$ cat config.mk
export PLATFORM = sky130hd
export DESIGN_NAME = doorcode_lock
export DESIGN_NICKNAME = d
export VERILOG_FILES = /design/src/rtl/doorcode_pkg.sv /design/src/rtl/doorcode_match.sv /design/src/rtl/doorcode_ctrl.sv /design/src/rtl/doorcode_lock.sv
export SDC_FILE = /design/constraint.sdc
export NUM_CORES = 1
export LEC_CHECK = 0
export ABC_CLOCK_PERIOD_IN_PS = 1760
export CORE_AREA = 2 2 39 41
export DETAILED_ROUTE_END_ITERATION = 6
export DIE_AREA = 0 0 41 43
export GPL_TIMING_DRIVEN = 0
export RECOVER_POWER = 25
export SETUP_SLACK_MARGIN = 0.3
export SLEW_MARGIN = 5
export SYNTH_ARGS = -nofsm -noshare
export SYNTH_HDL_FRONTEND = slang
export SYNTH_SLANG_ARGS = --single-unit
$ cat constraint.sdc
create_clock -name clk -period 1.76 [get_ports clk]
set_input_delay 0.352 -clock clk [delete_from_list [all_inputs] [get_ports clk]]
set_output_delay 0.352 -clock clk [all_outputs]
set_load 0.02 [all_outputs]
$ cat src/rtl/doorcode_pkg.sv
package doorcode_pkg;

  localparam int STATE_W    = 3;
  localparam int NUM_COLOUR = 3;
  localparam int COLOUR_W   = $clog2(NUM_COLOUR + 1);

  typedef enum logic [COLOUR_W-1:0] {
    COL_RED   = 2'd0,
    COL_BLUE  = 2'd1,
    COL_GREEN = 2'd2,
    COL_NONE  = 2'd3
  } colour_e;

  typedef enum logic [STATE_W-1:0] {
    ST_IDLE  = 3'd0,
    ST_ARMED = 3'd1,
    ST_GOT1  = 3'd2,
    ST_GOT2  = 3'd3,
    ST_GOT3  = 3'd4,
    ST_OPEN  = 3'd5
  } codeState_e;

  // strobes from control to the matcher
  typedef struct packed {
    logic    judge;
    colour_e want;
  } matchReq_t;

  // verdict returned by the matcher
  typedef struct packed {
    logic advance;
    logic reject;
    logic quiet;
  } matchRes_t;

  // colour expected while sitting in a given state
  function automatic colour_e wantFor(codeState_e st);
    case (st)
      ST_ARMED: wantFor = COL_RED;
      ST_GOT1:  wantFor = COL_BLUE;
      ST_GOT2:  wantFor = COL_GREEN;
      ST_GOT3:  wantFor = COL_RED;
      default:  wantFor = COL_NONE;
    endcase
  endfunction

endpackage

$ cat src/rtl/doorcode_match.sv
module doorcode_match
  import doorcode_pkg::*;
(
  input  logic      clk,
  input  logic      rst,
  input  logic      redBtn,
  input  logic      blueBtn,
  input  logic      greenBtn,
  input  logic      anyColour,
  input  matchReq_t req,
  output matchRes_t res
);

  logic [NUM_COLOUR-1:0] colourVec;
  logic [NUM_COLOUR-1:0] laneExact;
  logic                  wantHit;

  assign colourVec = {greenBtn, blueBtn, redBtn};

  // a lane is exact when its key is the only one down
  for (genvar i = 0; i < NUM_COLOUR; i++) begin : g_lane
    assign laneExact[i] = colourVec[i] && ($countones(colourVec) == 1);
  end

  always_comb begin
    case (req.want)
      COL_RED:   wantHit = laneExact[0];
      COL_BLUE:  wantHit = laneExact[1];
      COL_GREEN: wantHit = laneExact[2];
      default:   wantHit = 1'b0;
    endcase
  end

  always_comb begin
    res.quiet   = ~anyColour;
    res.advance = req.judge && anyColour && wantHit;
    res.reject  = req.judge && anyColour && !wantHit;
  end

  // several colours down while judging must never advance
  a_r7_multi_rejects: assert property (@(posedge clk) disable iff (rst)
    (req.judge && anyColour && ($countones(colourVec) > 1)) |-> (res.reject && !res.advance));

  // a lone wrong colour while judging is rejected
  a_r6_wrong_rejects: assert property (@(posedge clk) disable iff (rst)
    (req.judge && anyColour && req.want == COL_RED && ($countones(colourVec) == 1) && !redBtn)
      |-> res.reject);

endmodule

$ cat src/rtl/doorcode_ctrl.sv
module doorcode_ctrl
  import doorcode_pkg::*;
(
  input  logic      clk,
  input  logic      rst,
  input  logic      startBtn,
  input  matchRes_t res,
  output matchReq_t req,
  output logic      unlock
);

  codeState_e curState;
  codeState_e nxtState;
  logic       inProgress;

  assign inProgress = (curState == ST_ARMED) || (curState == ST_GOT1) ||
                      (curState == ST_GOT2)  || (curState == ST_GOT3);

  always_comb begin
    req.judge = inProgress;
    req.want  = wantFor(curState);
  end

  always_comb begin
    nxtState = ST_IDLE;
    case (curState)
      ST_IDLE:  nxtState = startBtn ? ST_ARMED : ST_IDLE;
      ST_ARMED: nxtState = res.advance ? ST_GOT1 : (res.reject ? ST_IDLE : ST_ARMED);
      ST_GOT1:  nxtState = res.advance ? ST_GOT2 : (res.reject ? ST_IDLE : ST_GOT1);
      ST_GOT2:  nxtState = res.advance ? ST_GOT3 : (res.reject ? ST_IDLE : ST_GOT2);
      ST_GOT3:  nxtState = res.advance ? ST_OPEN : (res.reject ? ST_IDLE : ST_GOT3);
      ST_OPEN:  nxtState = ST_IDLE;
      default:  nxtState = ST_IDLE;
    endcase
  end

  always_ff @(posedge clk) begin
    if (rst) curState <= ST_IDLE;
    else     curState <= nxtState;
  end

  assign unlock = (curState == ST_OPEN);

  // release pulse lasts a single cycle
  a_r4_single_pulse: assert property (@(posedge clk) disable iff (rst)
    unlock |=> !unlock);

  // open is reached only from the last progress state
  a_r3_open_from_got3: assert property (@(posedge clk) disable iff (rst)
    (curState != ST_GOT3) |=> (curState != ST_OPEN));

  // a quiet cycle mid-sequence holds the state
  a_r5_quiet_holds: assert property (@(posedge clk) disable iff (rst)
    (inProgress && res.quiet) |=> $stable(curState));

  // a rejected press lands in idle
  a_r6_reject_to_idle: assert property (@(posedge clk) disable iff (rst)
    (inProgress && res.reject) |=> (curState == ST_IDLE));

  // idle without start stays idle
  a_r2_idle_waits: assert property (@(posedge clk) disable iff (rst)
    (curState == ST_IDLE && !startBtn) |=> (curState == ST_IDLE));

endmodule

$ cat src/rtl/doorcode_lock.sv
module doorcode_lock
  import doorcode_pkg::*;
(
  input  logic clk,
  input  logic rst,
  input  logic startBtn,
  input  logic redBtn,
  input  logic blueBtn,
  input  logic greenBtn,
  input  logic anyColour,
  output logic unlock
);

  matchReq_t matchReq;
  matchRes_t matchRes;

  doorcode_match match_i (
    .clk       (clk),
    .rst       (rst),
    .redBtn    (redBtn),
    .blueBtn   (blueBtn),
    .greenBtn  (greenBtn),
    .anyColour (anyColour),
    .req       (matchReq),
    .res       (matchRes)
  );

  doorcode_ctrl ctrl_i (
    .clk      (clk),
    .rst      (rst),
    .startBtn (startBtn),
    .res      (matchRes),
    .req      (matchReq),
    .unlock   (unlock)
  );

endmodule

==> impl_metrics.yaml, run 1 <==
status:
  outcome: "finished with violations"
  violations: "negative setup slack"
power_and_ir_drop:
  seq_power_share_pct: 28.4
  power.leakage_nw: 0.2569
  switching_share_pct: 24.65
  switchingPower_w: 0.00006005
  power_density_nw_per_um2: 433.6
  p_clk_share_pct: 50.1
  vdd.ir_drop.worst_mv: 0.1583
  p_total_w: 0.0002436
  p_int_w: 0.0001835
  combPwrFrac_pct: 21.6
clocking:
  worstSkewPairLatency_ns: 0.23
  cts_max_level: 1
  clk_path_buf_depth: 2
  cts_tree: "done"
  clkTransAtPathRegs_ns: 0.04
  cts.sinks: 3
  numCtsBuffers: 3
  clockRootBuffer: "clkbuf_4"
cells_and_area:
  largest_register_ffs: 3
  nets: 71
  final_util_pct: 40.60
  largestRegisters: "ctrl_i.curState (3)"
  final_cell_mix: "buf_4, inv_1, nor2_1, clkbuf_4, clkdlybuf4s50_1"
  regMostFlops: "ctrl_i.curState"
  final_common_cell: "buf_4"
  finalInstanceArea_um2: 561.8
  drive_above_1_share_pct: 50.00
  antennaDiodeCount: 0
  layout.cells.non_filler: 76
  area_delta_synth_final_pct: 69.43
timing:
  final_hold_viol_count: 0
  slew_violations: 0
  setup_slack_ns: -0.09376
  tightest_slew_ns: 0.3440
  finalSetupViolations: 2
  min_period_over_period_pct: 105.3
  relSlewSlack_pct: 77.07
  max_freq_mhz: 539.4
  post-route-min-period_ns: 1.854
  rsz0062_at_grt: "yes"
  finClkSkew_ns: 0.0007401
critical_path:
  worstSetupPathType: "reg -> reg"
  arrival_ns: 2.00
  endpoint_kind: "register"
  worstPathMaxFanout: 4
  worst_setup_path_start_kind: "register"
  crit_required_ns: 1.91
drt:
  routed_wl_um: 748
  dr.pass1.iters: 3
  viasPerCell: 4.224
  wl_per_cell_um: 9.842
  postRouteAntennaNets: 0
  vias: 321
  drt-initial-drc-count: 4
  drc_errors: 0
yosys:
  yosysTopAreaCell: "dfxtp_1"
  synth_fp_nets: 49
  yosysSeqAreaShare_pct: 18.11
  synth_top_cell_area_share_pct: 18.11
  synthCells: 39
  syn_avg_cell_area_um2: 8.502
  synthTopCellsByArea: "dfxtp_1, a2111oi_4, ha_1, fa_1, inv_1"
  yosys_warnings: 0
  synth_area_um2: 331.6
  synthDistinctLibCells: 24
  ys_ff_latch: 3
job:
  cap_violations: 0
global_route:
  grt_max_degree: 11
  gr-total-overflow: 0
  grt_pass1_wl_um: 1138
  grt_usage_pct: 9.930
  grt_antenna_before_repair: 0
  grt_pass1_vias: 284
floorplan:
  core_area_um2: 1384
  start_util_pct: 23.96
  ios: 8
  chipHeight_um: 43
  die_x_um: 41
  dieArea_um2: 1763
  rows: 14
placement:
  port_buffers: 7
  hpwl_um: 415.9
  place.gp.congestion: 0.6124
  dp_slack_ns: -0.6572
  place_area_um2: 445.4
  dp_cells: 62
min_path:
  hold_path.class: "in -> reg"
## cell type report
cell class	count	area [µm²]
clock buffers	4	26.28
fillers	150	822.0
multi-input cells	29	281.5
plain buffers	2	18.77
well taps	16	20.02
flip-flops and latches	3	63.81
inverters	5	18.77
repair buffers	17	132.6
## through the flow
stage / TNS, ns / hold slack, ns
after floorplan: -0.09200 / 0.4211
after global placement: -1.697 / 0.4874
after detailed placement: -1.719 / 0.4809
after CTS: -0.1970 / 0.6533
after global routing: -0.4260 / 0.6346
final: -0.1764 / 0.6054
## logic make-up after synthesis
group | after synthesis | share of synthesized area, %
compound gates | 7 | 22.27
xor+xnor | 1 | 2.642
fa+ha+maj | 3 | 13.58
buf+inv | 7 | 10.56
flops | 3 | 18.11
simple gates | 18 | 32.83
## critical path, cell delays in order, from the launching register on
cell,delay [ns]
dfxtp_1,0.30
buf_6,0.11
and2b_2,0.19
nand2_2,0.07
inv_2,0.05
ha_4,0.23
nor2b_4,0.13
a2111oi_4,0.34
nand3b_1,0.11
a311oi_1,0.23
## cells in the mapped netlist
library cell  n
and2b_2       1
ha_1          2
fa_1          1
nor2b_1       3
a2111oi_4     1
nor3_1        1
nand3_1       1
a221oi_1      1
a311oi_1      1
dfxtp_1       3
a21boi_0      1
xnor2_1       1
nand4b_1      1
nand2b_1      3
o21bai_2      1
buf_6         1
nand3b_1      1
or2_2         1
inv_1         5
nand2_1       2
a21oi_1       2
buf_2         1
nor2_1        3
or3b_4        1
## layer usage
layer  up-vias  part of all wire, %  track usage, %
met3         2                  6.8           3.141
met2        10                   47           14.37
met1       138                   45           12.18
met5         -                    0               0
li1        171                    -               -
met4         0                  1.1           6.000
## repair_timing
item | CTS | global route
setup buffers | 8 | 2
hold buffers | 0 | 0
pin swaps | 5 | 2
endpoints found under the setup margin | 4 | 3
endpoints found under the hold margin | 0 | 0
gates resized for setup | 12 | 4
## power groups by stage
stage	Combinational, W	Sequential, W	Clock [W]
after CTS	0.0000521	0.0000692	0.000128
after floorplan	0.0000262	0.0000714	0
final	0.0000526	0.0000691	0.000122
after global routing	0.0000579	0.0000694	0.000132
after detailed placement	0.0000460	0.0000716	0
after global placement	0.0000457	0.0000715	0
## final timing paths
| path | from | slack, ns | cells past startpoint | end |
|---|---|---|---|---|
| max | ctrl_i.curState[1] | -0.09 | 9 | ctrl_i.curState[1] |
| min | redBtn | 0.61 | 5 | ctrl_i.curState[1] |
| max reg2reg | ctrl_i.curState[1] | -0.09 | 9 | ctrl_i.curState[1] |
| min reg2reg | ctrl_i.curState[2] | 0.64 | 3 | ctrl_i.curState[1] |
Power figures use the tool's default switching activity.
==> run 2: changes to the inputs <==
==> constraint.sdc (replaced) <==
create_clock -name clk -period 1.76 [get_ports clk]
set_input_delay 0.176 -clock clk [delete_from_list [all_inputs] [get_ports clk]]
set_output_delay 0.176 -clock clk [all_outputs]
set_load 0.02 [all_outputs]
==> run 2 against run 1 <==
Compared with the run above:
- the flow still finishes with violations (negative setup slack)
- routed wire length decreased by 7.8%
- clock power hardly changed
- critical endpoint unchanged
- highest routed layer unchanged
- first-iteration DRC count did not move
- hold slack got worse by 0.065 ns
- count of clock-buffer cells in the layout unchanged
- register-to-register slack barely moved
- via count shrank 2.5%
- total power decreased by 0.33%
- combinational power fell by 2%
- global-route usage shrank 0.60 points
- setup slack lost 0.0042 ns
==> impl_metrics.yaml, run 2 (synthesis gave the netlist of run 1 again) <==
global_route:
  grt_pass1_vias: 274
  grt_max_degree: 11
  gr-total-overflow: 0
  grt_antenna_before_repair: 0
  grt_pass1_wl_um: 1076
  grt_usage_pct: 9.328
clocking:
  clockRootBuffer: "clkbuf_4"
  cts_max_level: 1
  clkTransAtPathRegs_ns: 0.04
  worstSkewPairLatency_ns: 0.23
  clk_path_buf_depth: 2
  cts_tree: "done"
  cts.sinks: 3
  numCtsBuffers: 3
timing:
  finClkSkew_ns: 0.0004725
  relSlewSlack_pct: 77.13
  max_freq_mhz: 538.2
  post-route-min-period_ns: 1.858
  setup_tns_ns: -0.1829
  min_period_over_period_pct: 105.6
  setup_slack_ns: -0.09799
  rsz0062_at_grt: "yes"
  slew_violations: 0
  tightest_slew_ns: 0.3430
  final_hold_viol_count: 0
  finalSetupViolations: 2
critical_path:
  worst_setup_path_start_kind: "register"
  arrival_ns: 2.00
  crit_slowest_cell: "a2111oi_4"
  worstSetupPathType: "reg -> reg"
  slowest_delay_ns: 0.35
  crit_required_ns: 1.91
  endpoint_kind: "register"
  r2r_setup_slack_ns: -0.1
  cp_cell_sequence: "buf_6, and2b_2, nand2_2, inv_2, ha_4, nor2b_4, a2111oi_4, nand3b_1, a311oi_1"
  worstPathMaxFanout: 4
drt:
  routed_wl_um: 690
  vias: 313
  postRouteAntennaNets: 0
  viasPerCell: 4.230
  wl_per_cell_um: 9.324
  dr.pass1.iters: 3
  drc_errors: 0
  drt-initial-drc-count: 4
cells_and_area:
  final_common_cell: "buf_4"
  final_cell_mix: "buf_4, inv_1"
  regMostFlops: "ctrl_i.curState"
  largest_register_ffs: 3
  final_util_pct: 39.60
  finalInstanceArea_um2: 548.0
  drive_above_1_share_pct: 48.28
  nets: 69
  area_delta_synth_final_pct: 65.28
  antennaDiodeCount: 0
  largestRegisters: "ctrl_i.curState (3)"
job:
  cap_violations: 0
floorplan:
  ios: 8
  start_util_pct: 23.96
  core_area_um2: 1384
  dieArea_um2: 1763
  die_x_um: 41
  rows: 14
  chipHeight_um: 43
placement:
  hpwl_um: 415.9
  port_buffers: 7
  place.gp.congestion: 0.6124
  place_area_um2: 445.4
power_and_ir_drop:
  vdd.ir_drop.worst_mv: 0.1584
  power_density_nw_per_um2: 443.0
  power.leakage_nw: 0.2510
  p_total_w: 0.0002428
status:
  outcome: "finished with violations"
  violations: "negative setup slack"
min_path:
  hold_path.class: "in -> reg"
==> run 2: cell count changes in the layout (fill, tap and decap cells not counted), sizes merged <==
cell           delta
buf               -2
dlygate4sd2       +2
clkbuf            -1
clkdlybuf4s15     -1
==> run 2: critical path, delay by kind of cell (launching register included) <==
kind,cells,cell delay (ns)
simple gates,4,0.50
flops,1,0.30
compound gates,2,0.59
fa+ha+maj,1,0.23
buf+inv,2,0.16
==> run 2: what timing repair did <==
item | 4_1_cts | 5_1_grt
hold buffers | 0 | 0
resized for setup | 7 | 4
setup buffers | 6 | 2
gates cloned | 0 | 0
setup endpoints to repair | 4 | 4
pin swaps | 5 | 2
==> run 2: area by class of cell <==
type / instances / area, µm²
fill: 151 / 835.8
sequential: 3 / 63.81
tap: 16 / 20.02
inverter: 5 / 18.77
multi-input combinational: 29 / 281.5
buffer: 2 / 16.27
timing repair buffer: 15 / 121.4
clock buffer: 4 / 26.28
==> run 2: stage by stage <==
| stage | hold WS, ns | setup WS (ns) | std cells |
|---|---|---|---|
| floorplan | 0.2451 | -0.09200 | 39 |
| global route | 0.5652 | -0.1974 | 74 |
| finish | 0.5403 | -0.09799 | 74 |
| global placement | 0.4874 | -0.4832 | 62 |
| detailed placement | 0.4809 | -0.4812 | 62 |
| CTS | 0.5454 | -0.1128 | 72 |
==> run 2: final timing paths <==
kind / from / end / cells past startpoint
min reg2reg: ctrl_i.curState[2] / ctrl_i.curState[1] / 2
min: rst / ctrl_i.curState[0] / 2
max reg2reg: ctrl_i.curState[1] / ctrl_i.curState[1] / 9
max: ctrl_i.curState[1] / ctrl_i.curState[1] / 9
==> run 2: power breakdown <==
part,switching [W],internal (W),total (W)
Clock,0.0000372,0.0000851,0.000122
Combinational,0.0000227,0.0000289,0.0000516
Sequential,0.000000370,0.0000686,0.0000690
==> run 2: per-layer routing <==
| metal | track usage [%] | share of wire (%) | wire length (µm) |
|---|---|---|---|
| met1 | 11.86 | 47 | 322 |
| met2 | 12.81 | 45 | 308 |
| met3 | 3.141 | 7.1 | 49 |
| met4 | 6.000 | 1.2 | 8 |
| met5 | 0 | 0 | 0 |
==> run 3: changes to the inputs <==
--- a/config.mk
+++ b/config.mk
@@ -6,6 +6,7 @@
 export NUM_CORES = 1
 export LEC_CHECK = 0
 export ABC_CLOCK_PERIOD_IN_PS = 1760
+export CAP_MARGIN = 30
 export CORE_AREA = 2 2 39 41
 export DETAILED_ROUTE_END_ITERATION = 6
 export DIE_AREA = 0 0 41 43
==> results of run 3 <==
Same layout as run 2: the final DEF is identical, and so are final timing and power.
